`src/rtl/cfg_seq_pkg.sv`:
```
package cfg_seq_pkg;
   localparam int ADDR_W      = 8;
   localparam int DATA_W      = 16;
   localparam int ENTRY_COUNT = 5;
   localparam int IDX_W       = $clog2(ENTRY_COUNT);

   localparam logic [ADDR_W-1:0] A_MASTER   = 8'h02;
   localparam logic [ADDR_W-1:0] A_HEADPH   = 8'h04;
   localparam logic [ADDR_W-1:0] A_PCM_OUT  = 8'h18;
   localparam logic [ADDR_W-1:0] A_REC_SEL  = 8'h1A;
   localparam logic [ADDR_W-1:0] A_REC_GAIN = 8'h1C;

   localparam logic [DATA_W-1:0] SRC_MIC  = 16'h0000;
   localparam logic [DATA_W-1:0] SRC_LINE = 16'h0404;

   typedef struct packed {
      logic [ADDR_W-1:0] addr;
      logic [DATA_W-1:0] data;
   } cfg_word_t;
endpackage

```
`src/rtl/cfg_index.sv`:
```
module cfg_index
   import cfg_seq_pkg::*;
#(
   parameter int COUNT = ENTRY_COUNT,
   localparam int W    = (COUNT > 1) ? $clog2(COUNT) : 1
) (
   input  logic         clk,
   input  logic         rst_n,
   input  logic         step,
   output logic [W-1:0] idx
);
   localparam logic [W-1:0] LAST = W'(COUNT - 1);

   initial begin
      if (COUNT < 2) $error("cfg_index: COUNT must be at least 2");
   end

   always_ff @(posedge clk or negedge rst_n) begin
      if (!rst_n)           idx <= '0;
      else if (step)        idx <= (idx == LAST) ? '0 : idx + 1'b1;
   end

   assert_hold_R2: assert property (@(posedge clk) disable iff (!rst_n)
      !step |=> $stable(idx));
   assert_step_R3: assert property (@(posedge clk) disable iff (!rst_n)
      (step && idx != LAST) |=> idx == $past(idx) + 1'b1);
   assert_wrap_R4: assert property (@(posedge clk) disable iff (!rst_n)
      (step && idx == LAST) |=> idx == '0);
   assert_range_R3: assert property (@(posedge clk) disable iff (!rst_n)
      idx <= LAST);
endmodule

```
`src/rtl/cfg_table.sv`:
```
module cfg_table
   import cfg_seq_pkg::*;
#(
   parameter bit USE_LINE_IN = 1'b1,
   parameter int MASTER_ATTN = 16,
   parameter int HP_ATTN     = 16,
   parameter int PCM_ATTN    = 8,
   parameter int REC_GAIN    = 8
) (
   input  logic [IDX_W-1:0] idx,
   output cfg_word_t        word
);
   localparam logic [DATA_W-1:0] MASTER_W = {2'b00, 6'(MASTER_ATTN), 2'b00, 6'(MASTER_ATTN)};
   localparam logic [DATA_W-1:0] HP_W     = {2'b00, 6'(HP_ATTN),     2'b00, 6'(HP_ATTN)};
   localparam logic [DATA_W-1:0] PCM_W    = {3'b000, 5'(PCM_ATTN),   3'b000, 5'(PCM_ATTN)};
   localparam logic [DATA_W-1:0] GAIN_W   = {4'h0, 4'(REC_GAIN),     4'h0, 4'(REC_GAIN)};

   initial begin
      if (MASTER_ATTN < 0 || MASTER_ATTN > 63) $error("cfg_table: MASTER_ATTN out of range");
      if (HP_ATTN < 0 || HP_ATTN > 63)         $error("cfg_table: HP_ATTN out of range");
      if (PCM_ATTN < 0 || PCM_ATTN > 31)       $error("cfg_table: PCM_ATTN out of range");
      if (REC_GAIN < 0 || REC_GAIN > 15)       $error("cfg_table: REC_GAIN out of range");
   end

   logic [DATA_W-1:0] src_word;

   generate
      if (USE_LINE_IN) begin : g_line
         assign src_word = SRC_LINE;
      end else begin : g_mic
         assign src_word = SRC_MIC;
      end
   endgenerate

   always_comb begin
      case (idx)
         3'd0:    word = '{addr: A_MASTER,   data: MASTER_W};
         3'd1:    word = '{addr: A_HEADPH,   data: HP_W};
         3'd2:    word = '{addr: A_PCM_OUT,  data: PCM_W};
         3'd3:    word = '{addr: A_REC_SEL,  data: src_word};
         3'd4:    word = '{addr: A_REC_GAIN, data: GAIN_W};
         default: word = '{addr: A_MASTER,   data: MASTER_W};
      endcase
   end
endmodule

```
`src/rtl/codec_cfg_seq.sv`:
```
module codec_cfg_seq
   import cfg_seq_pkg::*;
#(
   parameter bit USE_LINE_IN = 1'b1,
   parameter int MASTER_ATTN = 16,
   parameter int HP_ATTN     = 16,
   parameter int PCM_ATTN    = 8,
   parameter int REC_GAIN    = 8
) (
   input  logic              clk,
   input  logic              rst_n,
   input  logic              frame_strobe,
   output logic [ADDR_W-1:0] reg_addr,
   output logic [DATA_W-1:0] reg_data
);
   logic [IDX_W-1:0] idx;
   cfg_word_t        word;

   initial begin
      if (ADDR_W != 8 || DATA_W != 16) $error("codec_cfg_seq: command widths must be 8/16");
   end

   cfg_index #(.COUNT(ENTRY_COUNT)) u_index (
      .clk   (clk),
      .rst_n (rst_n),
      .step  (frame_strobe),
      .idx   (idx)
   );

   cfg_table #(
      .USE_LINE_IN (USE_LINE_IN),
      .MASTER_ATTN (MASTER_ATTN),
      .HP_ATTN     (HP_ATTN),
      .PCM_ATTN    (PCM_ATTN),
      .REC_GAIN    (REC_GAIN)
   ) u_table (
      .idx  (idx),
      .word (word)
   );

   assign reg_addr = word.addr;
   assign reg_data = word.data;

   assert_unmuted_R6: assert property (@(posedge clk) disable iff (!rst_n)
      (reg_addr != A_REC_SEL) |-> !reg_data[15]);
   assert_src_R5: assert property (@(posedge clk) disable iff (!rst_n)
      (reg_addr == A_REC_SEL) |-> (reg_data == (USE_LINE_IN ? SRC_LINE : SRC_MIC)));
   assert_wrap_addr_R4: assert property (@(posedge clk) disable iff (!rst_n)
      (frame_strobe && reg_addr == A_REC_GAIN) |=> reg_addr == A_MASTER);
endmodule

```
`config.mk`:
```
export PLATFORM = sky130hd
export DESIGN_NAME = codec_cfg_seq
export DESIGN_NICKNAME = d
export VERILOG_FILES = /design/src/rtl/cfg_seq_pkg.sv /design/src/rtl/cfg_index.sv /design/src/rtl/cfg_table.sv /design/src/rtl/codec_cfg_seq.sv
export SDC_FILE = /design/constraint.sdc
export NUM_CORES = 1
export LEC_CHECK = 0
export ABC_AREA = 1
export BUFFER_PORTS_ARGS = -buffer_cell sky130_fd_sc_hd__buf_2
export CAP_MARGIN = 20
export CORE_AREA = 2 2 39 41
export CTS_CLUSTER_SIZE = 20
export DETAILED_ROUTE_END_ITERATION = 8
export DIE_AREA = 0 0 41 43
export SLEW_MARGIN = 20
export SYNTH_ARGS = -nofsm -noshare
export SYNTH_HDL_FRONTEND = slang
export SYNTH_SLANG_ARGS = --single-unit
```
`constraint.sdc`:
```
create_clock -name clk -period 1.46 [get_ports clk]
set_input_delay 0.146 -clock clk [delete_from_list [all_inputs] [get_ports clk]]
set_output_delay 0.146 -clock clk [all_outputs]
set_load 0.02 [all_outputs]
```
After elaboration in Yosys (flattened, before gate mapping):

Cells that the tools add are included.

* flip-flop bits (word level): 3
* input bits: 3
* output and inout port bits: 24

* add/subtract/negate cells: 1
* equal/unequal tests: 4
* mux-type cells: 2

Operator list (number)
* $pmux W21 S4: 1
* $eq A3 B2 Y1 const B: 2
* $add A3 B1 Y3 const B: 1
* $eq A3 B1 Y1 const B: 1
* $eq A3 B3 Y1 const B: 1
* $mux W3: 1

Depth between registers and ports, before layout:

Gate-level depths: netlist (run 1).

* depth in word-level cells: 2
* depth in mapped cells: 6
* gate-level depth less buffers: 5

Hierarchy:

Synthesis (run 1) repeated with hierarchy kept, for this count alone.

* cell total of the unflattened synthesis: 54
* area total of the unflattened synthesis: 371.6 µm²

Modules (own cells, without submodules)
* cfg_table: times used 1, cells an instance 34, area an instance 211.5 µm², seq. area each 0.0 µm²
* cfg_index: times used 1, cells an instance 20, area an instance 160.2 µm², seq. area each 75.1 µm²

Least setup slack after synthesis (run 1):

OpenSTA, ideal clock, no wires.

* path kind: register -> output
* from: register u_index.idx[0]
* to: output reg_data[12]
* data arrival time: 1.515 ns
* slack: -0.201 ns
* cell stages (with the launch flop): 7
* path buffers: 1
* cells stage by stage: dfrtp_1 -> ha_1 -> ha_1 -> inv_1 -> nand3_2 -> nand2_1 -> buf_4

* word-level cells in the longest chain between the ends: 2

Ends and longest elaborated chain
* start: declaration: line cfg_index.sv:10 `output logic [W-1:0] idx`
* start signal: assignment: line cfg_index.sv:20 `else if (step) idx <= (idx == LAST) ? '0 : idx + 1'b1;`
* $eq A3 B3 Y1 (tied with other cells): line cfg_table.sv:36 `case (idx)`
* $pmux W21 S4 (*): line cfg_table.sv:36
* end: declaration: line codec_cfg_seq.sv:14 `output logic [DATA_W-1:0] reg_data`

Mark *: on every way between the ends. The rest lies on a longest branch, timed or not.

Worst setup path after layout (run 1):

Ends and elaborated chain as after synthesis.

==> results of run 1 <==
[where the power goes]
group,switching [mW],total (mW),internal [mW]
Sequential,0.0373,0.156,0.119
Combinational,0.561,0.971,0.409
Clock,0.0414,0.144,0.102
[cells in the final DEF (no fill, tap or decap)]
| cell | instances |
|---|---|
| conb_1 | 14 |
| buf_2 | 5 |
| buf_6 | 5 |
| buf_4 | 5 |
| nand2_1 | 4 |
| nand3_1 | 3 |
| o21ai_0 | 3 |
| clkbuf_4 | 3 |
| dfrtp_1 | 3 |
| inv_1 | 2 |
| nand2_2 | 2 |
| nand2_4 | 2 |
| inv_2 | 2 |
| ha_2 | 2 |
| ha_1 | 2 |
| inv_4 | 1 |
| nand3_4 | 1 |
| ha_4 | 1 |
| clkbuf_1 | 1 |
| dlygate4sd3_1 | 1 |
[layout make-up]
type | count | area, um2 | share of cell area [%]
clock buffers | 4 | 26.3 | 5.24
repair buffers | 16 | 129 | 25.7
well taps | 16 | 20.0 | 3.99
inverters | 5 | 21.3 | 4.24
multi-input cells | 34 | 230 | 45.9
flip-flops and latches | 3 | 75.1 | 15.0
[timing repair]
action | CTS | global route
setup endpoints to repair | 8 | 8
pin swaps | 2 | 2
gates resized for setup | 10 | 12
hold buffers | 1 | 0
buffers inserted | 2 | 1
hold endpoints to repair | 3 | 0
[critical path: cells and delay by family (launching register included)]
| family | cells | cell delay, ps |
|---|---|---|
| buf+inv | 2 | 170 |
| simple gates | 2 | 150 |
| fa+ha+maj | 2 | 370 |
| flops | 1 | 400 |
[final timing paths]
kind / startpoint / end / slack [ps] / cells after the start
min: frame_strobe / u_index.idx[1]$_DFFE_PN0P_ / 190 / 2
max: u_index.idx[0]$_DFFE_PN0P_ / reg_data[12] / -20 / 6
min reg2reg: u_index.idx[1]$_DFFE_PN0P_ / u_index.idx[1]$_DFFE_PN0P_ / 600 / 2
max reg2reg: u_index.idx[0]$_DFFE_PN0P_ / u_index.idx[2]$_DFFE_PN0P_ / 170 / 7
min in group asynchronous: rst_n / u_index.idx[2]$_DFFE_PN0P_ / 240 / 2
max in group asynchronous: rst_n / u_index.idx[1]$_DFFE_PN0P_ / 1110 / 2
[kinds of logic (layout without fill, tap and decap cells)]
kind of cell             count (synthesis)  count (layout)  synth area share [%]
buffers and inverters                   23              25                  41.8
AND/OR/NAND/NOR                         12              12                  15.6
adder cells (fa/ha/maj)                  5               5                  17.0
AO/OA/AOI/OAI                            3               3                  4.08
flip-flops                               3               3                  20.4
other                                    1              14                  1.02
[through the flow]
step,setup slack [ps],util (%),instance area (um2)
6_report,-16.4,36.3,502
5_1_grt,-85.3,36.3,502
4_1_cts,-17.6,33.5,463
3_5_place_dp,129,27.4,379
3_3_place_gp,148,27.4,379
2_1_floorplan,17.5,-,434
[routing by layer]
metal / vias up / GRT usage (%) / routed length, um
met2: 18 / 12.5 / 385
met5: - / 0 / 0
li1: 142 / - / -
met3: 0 / 1.57 / 52
met1: 133 / 7.47 / 219
met4: 0 / 6.00 / 0
==> results.json, run 1 <==
{
  "syn_to_final_growth_pct": 36.4,
  "h-tree-depth": 1,
  "endpoint_kind": "primary output",
  "worstPathArrival_ps": 1330,
  "required_ps": 1310,
  "synthTopCellsByArea": "buf_4 (37%), dfrtp_1 (20%), ha_1 (17%)",
  "clock.fmax_ghz": 0.677,
  "postRouteAntennaNets": 0,
  "instances_no_fill": 78,
  "design.die.area_mm2": 0.00176,
  "rsz0062_at_grt": "true",
  "clockBufferDepth": 2,
  "worst_slack_ps": -16.4,
  "cpPeakStageDelay_ps": 400,
  "dr.pass1.iters": 2,
  "synth_area_um2": 368,
  "post-dp-hpwl_um": 438,
  "clkTransAtPathRegs_ps": 40,
  "crit_slowest_cell": "dfrtp_1",
  "final_nets": 71,
  "synth_edf_count": 0,
  "ir_drop_mv": 0.772,
  "num-fill-cells": 155,
  "crit_path_max_fanout": 3,
  "antenna_found_initial": 0,
  "yosysTopAreaCell": "buf_4",
  "finalCritPeriodShare_pct": 101,
  "numCtsBuffers": 3,
  "gr-usage-all-layers_pct": 7.55,
  "holdWs_ps": 193,
  "gp_congestion": 0.678,
  "report.final.slew_viol_count": 0,
  "viasPerCell": 3.76,
  "drc": 0,
  "top_regs": "u_index.idx x3",
  "rows": 14,
  "p_per_area_mw_per_mm2": 2530,
  "maxCapViolCount": 0,
  "die_y_um": 43,
  "crit_path_cell_trace": "ha_2 > ha_4 > inv_4 > nand3_4 > nand2_4 > buf_6",
  "regMostFlops": "u_index.idx",
  "ys_warn_count": 0,
  "grt_remaining_overflow": 0,
  "route.vias.total": 293,
  "wire_per_inst_um": 8.44,
  "drt_iter0_markers": 2,
  "ys_seq_elements": 3,
  "hp-class": "in2reg",
  "crit_type": "reg2out",
  "synth-main-ff-cell": "dfrtp_1",
  "io_buffers": 12,
  "die_x_um": 41,
  "avgSynthCellArea_um2": 7.83,
  "grt_first_pass_wirelength_um": 855,
  "cts_tree": "done",
  "placedCellCount": 70,
  "fin_skew_ps": 0.0552,
  "cts-root-buf": "clkbuf_4",
  "grt_start_max_net_pins": 7,
  "wl_um": 658,
  "violations": "negative setup slack",
  "setup_viol": 2,
  "grt_pass1_vias": 238,
  "synth_top_area_share_pct": 36.7,
  "drive_gt1_share_pct": 46.8,
  "total_power_mw": 1.27,
  "hold_viol_final": 0,
  "synthDistinctLibCells": 10,
  "p_leak_nw": 0.291,
  "coreArea_mm2": 0.00138,
  "async_flop_share_pct": 100,
  "yosysMostFrequentCell": "buf_4",
  "ios": 27,
  "clkSinkCount": 3,
  "diodes": 0,
  "synthCells": 47,
  "initial_utilization_pct": 26.6,
  "cp-start-kind": "register",
  "clkLatencyLatePin_ps": 230,
  "seq_area_frac_synth_pct": 20.4,
  "outcome": "finished with violations",
  "period_needed_ps": 1480,
  "fin_setup_tns_ps": -32.3,
  "largest_reg_flops": 3,
  "yosys-top-cells-count": "buf_4 (18), nand2_1 (7), ha_1 (5), inv_1 (5)"
}
No activity file was read; power rests on OpenSTA's default activity.
==> run 2, diff against run 1 <==
Settings changed: TNS_END_PERCENT set to 30.
Clock period 1.46 ns to 1.2 ns, I/O delays scaled along.
==> results.json, run 2 (synthesized netlist as in run 1, its figures left out) <==
{
  "outcome": "finished with violations",
  "violations": "negative setup slack",
  "placed_cell_area_um2": 422,
  "io_buffers": 12,
  "power_frac_comb_pct": 77.7,
  "largest_reg_flops": 3,
  "drive_gt1_share_pct": 50.0,
  "crit_path_cell_trace": "ha_2 > ha_4 > inv_4 > nand3_4 > nand2_4 > buf_6",
  "finalCritPeriodShare_pct": 120,
  "drt-met1-wl_um": 253,
  "placedCellCount": 74,
  "clkTransAtPathRegs_ps": 40,
  "setup_viol": 10,
  "cts_tree": "done",
  "rows": 14,
  "dr_wl_met2_um": 328,
  "period_needed_ps": 1450,
  "hp-class": "in2reg",
  "holdWs_ps": 132,
  "design.die.area_mm2": 0.00176,
  "drt_iter0_markers": 6,
  "num-fill-cells": 152,
  "ios": 27,
  "fin_skew_ps": 0.459,
  "multiInputGateArea_um2": 245,
  "grt_first_pass_wirelength_um": 903,
  "hold_viol_final": 0,
  "crit_path_max_fanout": 3,
  "numCtsBuffers": 3,
  "wl_um": 644,
  "post-dp-hpwl_um": 502,
  "report.final.slew_viol_count": 0,
  "route.vias.total": 306,
  "syn_to_final_growth_pct": 45.6,
  "crit_slowest_cell": "dfrtp_1",
  "sequentialPowerShare_pct": 11.5,
  "ir_drop_mv": 1.05,
  "sw_frac_of_total_pct": 48.9,
  "worst_slack_ps": -245,
  "viasPerCell": 3.83,
  "grt_pass1_vias": 234,
  "dr.max_layer_used": "met4",
  "gp_congestion": 0.657,
  "total_power_mw": 1.64,
  "diodes": 0,
  "instances_no_fill": 80,
  "final_common_cell": "conb_1",
  "cts-root-buf": "clkbuf_4",
  "endpoint_kind": "primary output",
  "clkSinkCount": 3,
  "initial_utilization_pct": 26.6,
  "wire_per_inst_um": 8.05,
  "grt_start_max_net_pins": 7,
  "p_leak_nw": 0.307,
  "switchingPower_uw": 801,
  "final_nets": 73,
  "coreArea_mm2": 0.00138,
  "worstPathArrival_ps": 1330,
  "wl_met3_um": 49,
  "grt_remaining_overflow": 0,
  "die_x_um": 41,
  "power_frac_clock_pct": 10.9,
  "antenna_found_initial": 0,
  "cpPeakStageDelay_ps": 400,
  "clockBufferDepth": 2,
  "die_y_um": 43,
  "h-tree-depth": 1,
  "cp-start-kind": "register",
  "maxCapViolCount": 0,
  "p_per_area_mw_per_mm2": 3060,
  "intPower_uw": 837,
  "clock.fmax_ghz": 0.692,
  "regMostFlops": "u_index.idx",
  "top_regs": "u_index.idx x3",
  "gr-usage-all-layers_pct": 8.65,
  "postRouteAntennaNets": 0,
  "crit_type": "reg2out",
  "drc": 0,
  "seq_area_um2": 75.1,
  "clkLatencyLatePin_ps": 230,
  "rsz0062_at_grt": "true",
  "dr.pass1.iters": 4,
  "layout_common_cells": "conb_1 (14), buf_6 (6), buf_4 (6), buf_2 (5), nand2_1 (4)",
  "fin_area_um2": 536,
  "required_ps": 1080
}
run 2: timing repair:
item	in CTS	in global routing
setup endpoints to repair	12	12
resized for setup	7	16
hold endpoints to repair	3	0
cloned	0	0
pin swaps	3	1
setup buffers	1	0
hold buffers	1	0
run 2: metal layers:
| metal | vias up | track usage [%] |
|---|---|---|
| li1 | 147 | - |
| met1 | 139 | 7.77 |
| met2 | 18 | 11.9 |
| met3 | 2 | 4.71 |
| met4 | 0 | 10.0 |
| met5 | - | 0 |
run 2: worst max-delay path: cells and delay by family, from the launching register on:
family	cells	cell delay, ps
and+or+nand+nor	2	150
buffers and inverters	2	170
adders and majority gates	2	380
DFF	1	400
run 2: path summary, 6_finish.rpt:
kind | start | to | slack, ps | cells past startpoint
setup / recovery | u_index.idx[0]$_DFFE_PN0P_ | reg_data[4] | -250 | 6
hold / removal | frame_strobe | u_index.idx[0]$_DFFE_PN0P_ | 130 | 2
setup reg to reg | u_index.idx[1]$_DFFE_PN0P_ | u_index.idx[2]$_DFFE_PN0P_ | 0 | 7
hold reg to reg | u_index.idx[2]$_DFFE_PN0P_ | u_index.idx[2]$_DFFE_PN0P_ | 710 | 2
max in group asynchronous | rst_n | u_index.idx[2]$_DFFE_PN0P_ | 880 | 2
min in group asynchronous | rst_n | u_index.idx[1]$_DFFE_PN0P_ | 220 | 2
run 2: through the flow:
| stage | utilization, % | setup slack [ps] | setup TNS (ps) |
|---|---|---|---|
| after floorplan | - | -125 | -285 |
| after global placement | 30.5 | -78.7 | -333 |
| after detailed placement | 30.5 | -95.5 | -465 |
| after CTS | 35.1 | -258 | -2490 |
| after global routing | 38.7 | -326 | -2910 |
| final | 38.7 | -245 | -1920 |
run 2: area by class of cell:
class / instances / area share (%)
clock buffers: 4 / 4.91
inverters: 5 / 3.97
multi-input cells: 34 / 45.8
flip-flops and latches: 3 / 14.0
well taps: 16 / 3.74
repair buffers: 18 / 27.6
run 2: power by group through the flow:
stage | clock (mW) | sequential, mW | combinational [mW]
CTS | 0.188 | 0.178 | 1.13
global route | 0.200 | 0.199 | 1.40
finish | 0.178 | 0.188 | 1.27
detailed placement | 0 | 0.177 | 1.01
floorplan | 0 | 0.170 | 0.857
global placement | 0 | 0.176 | 0.988
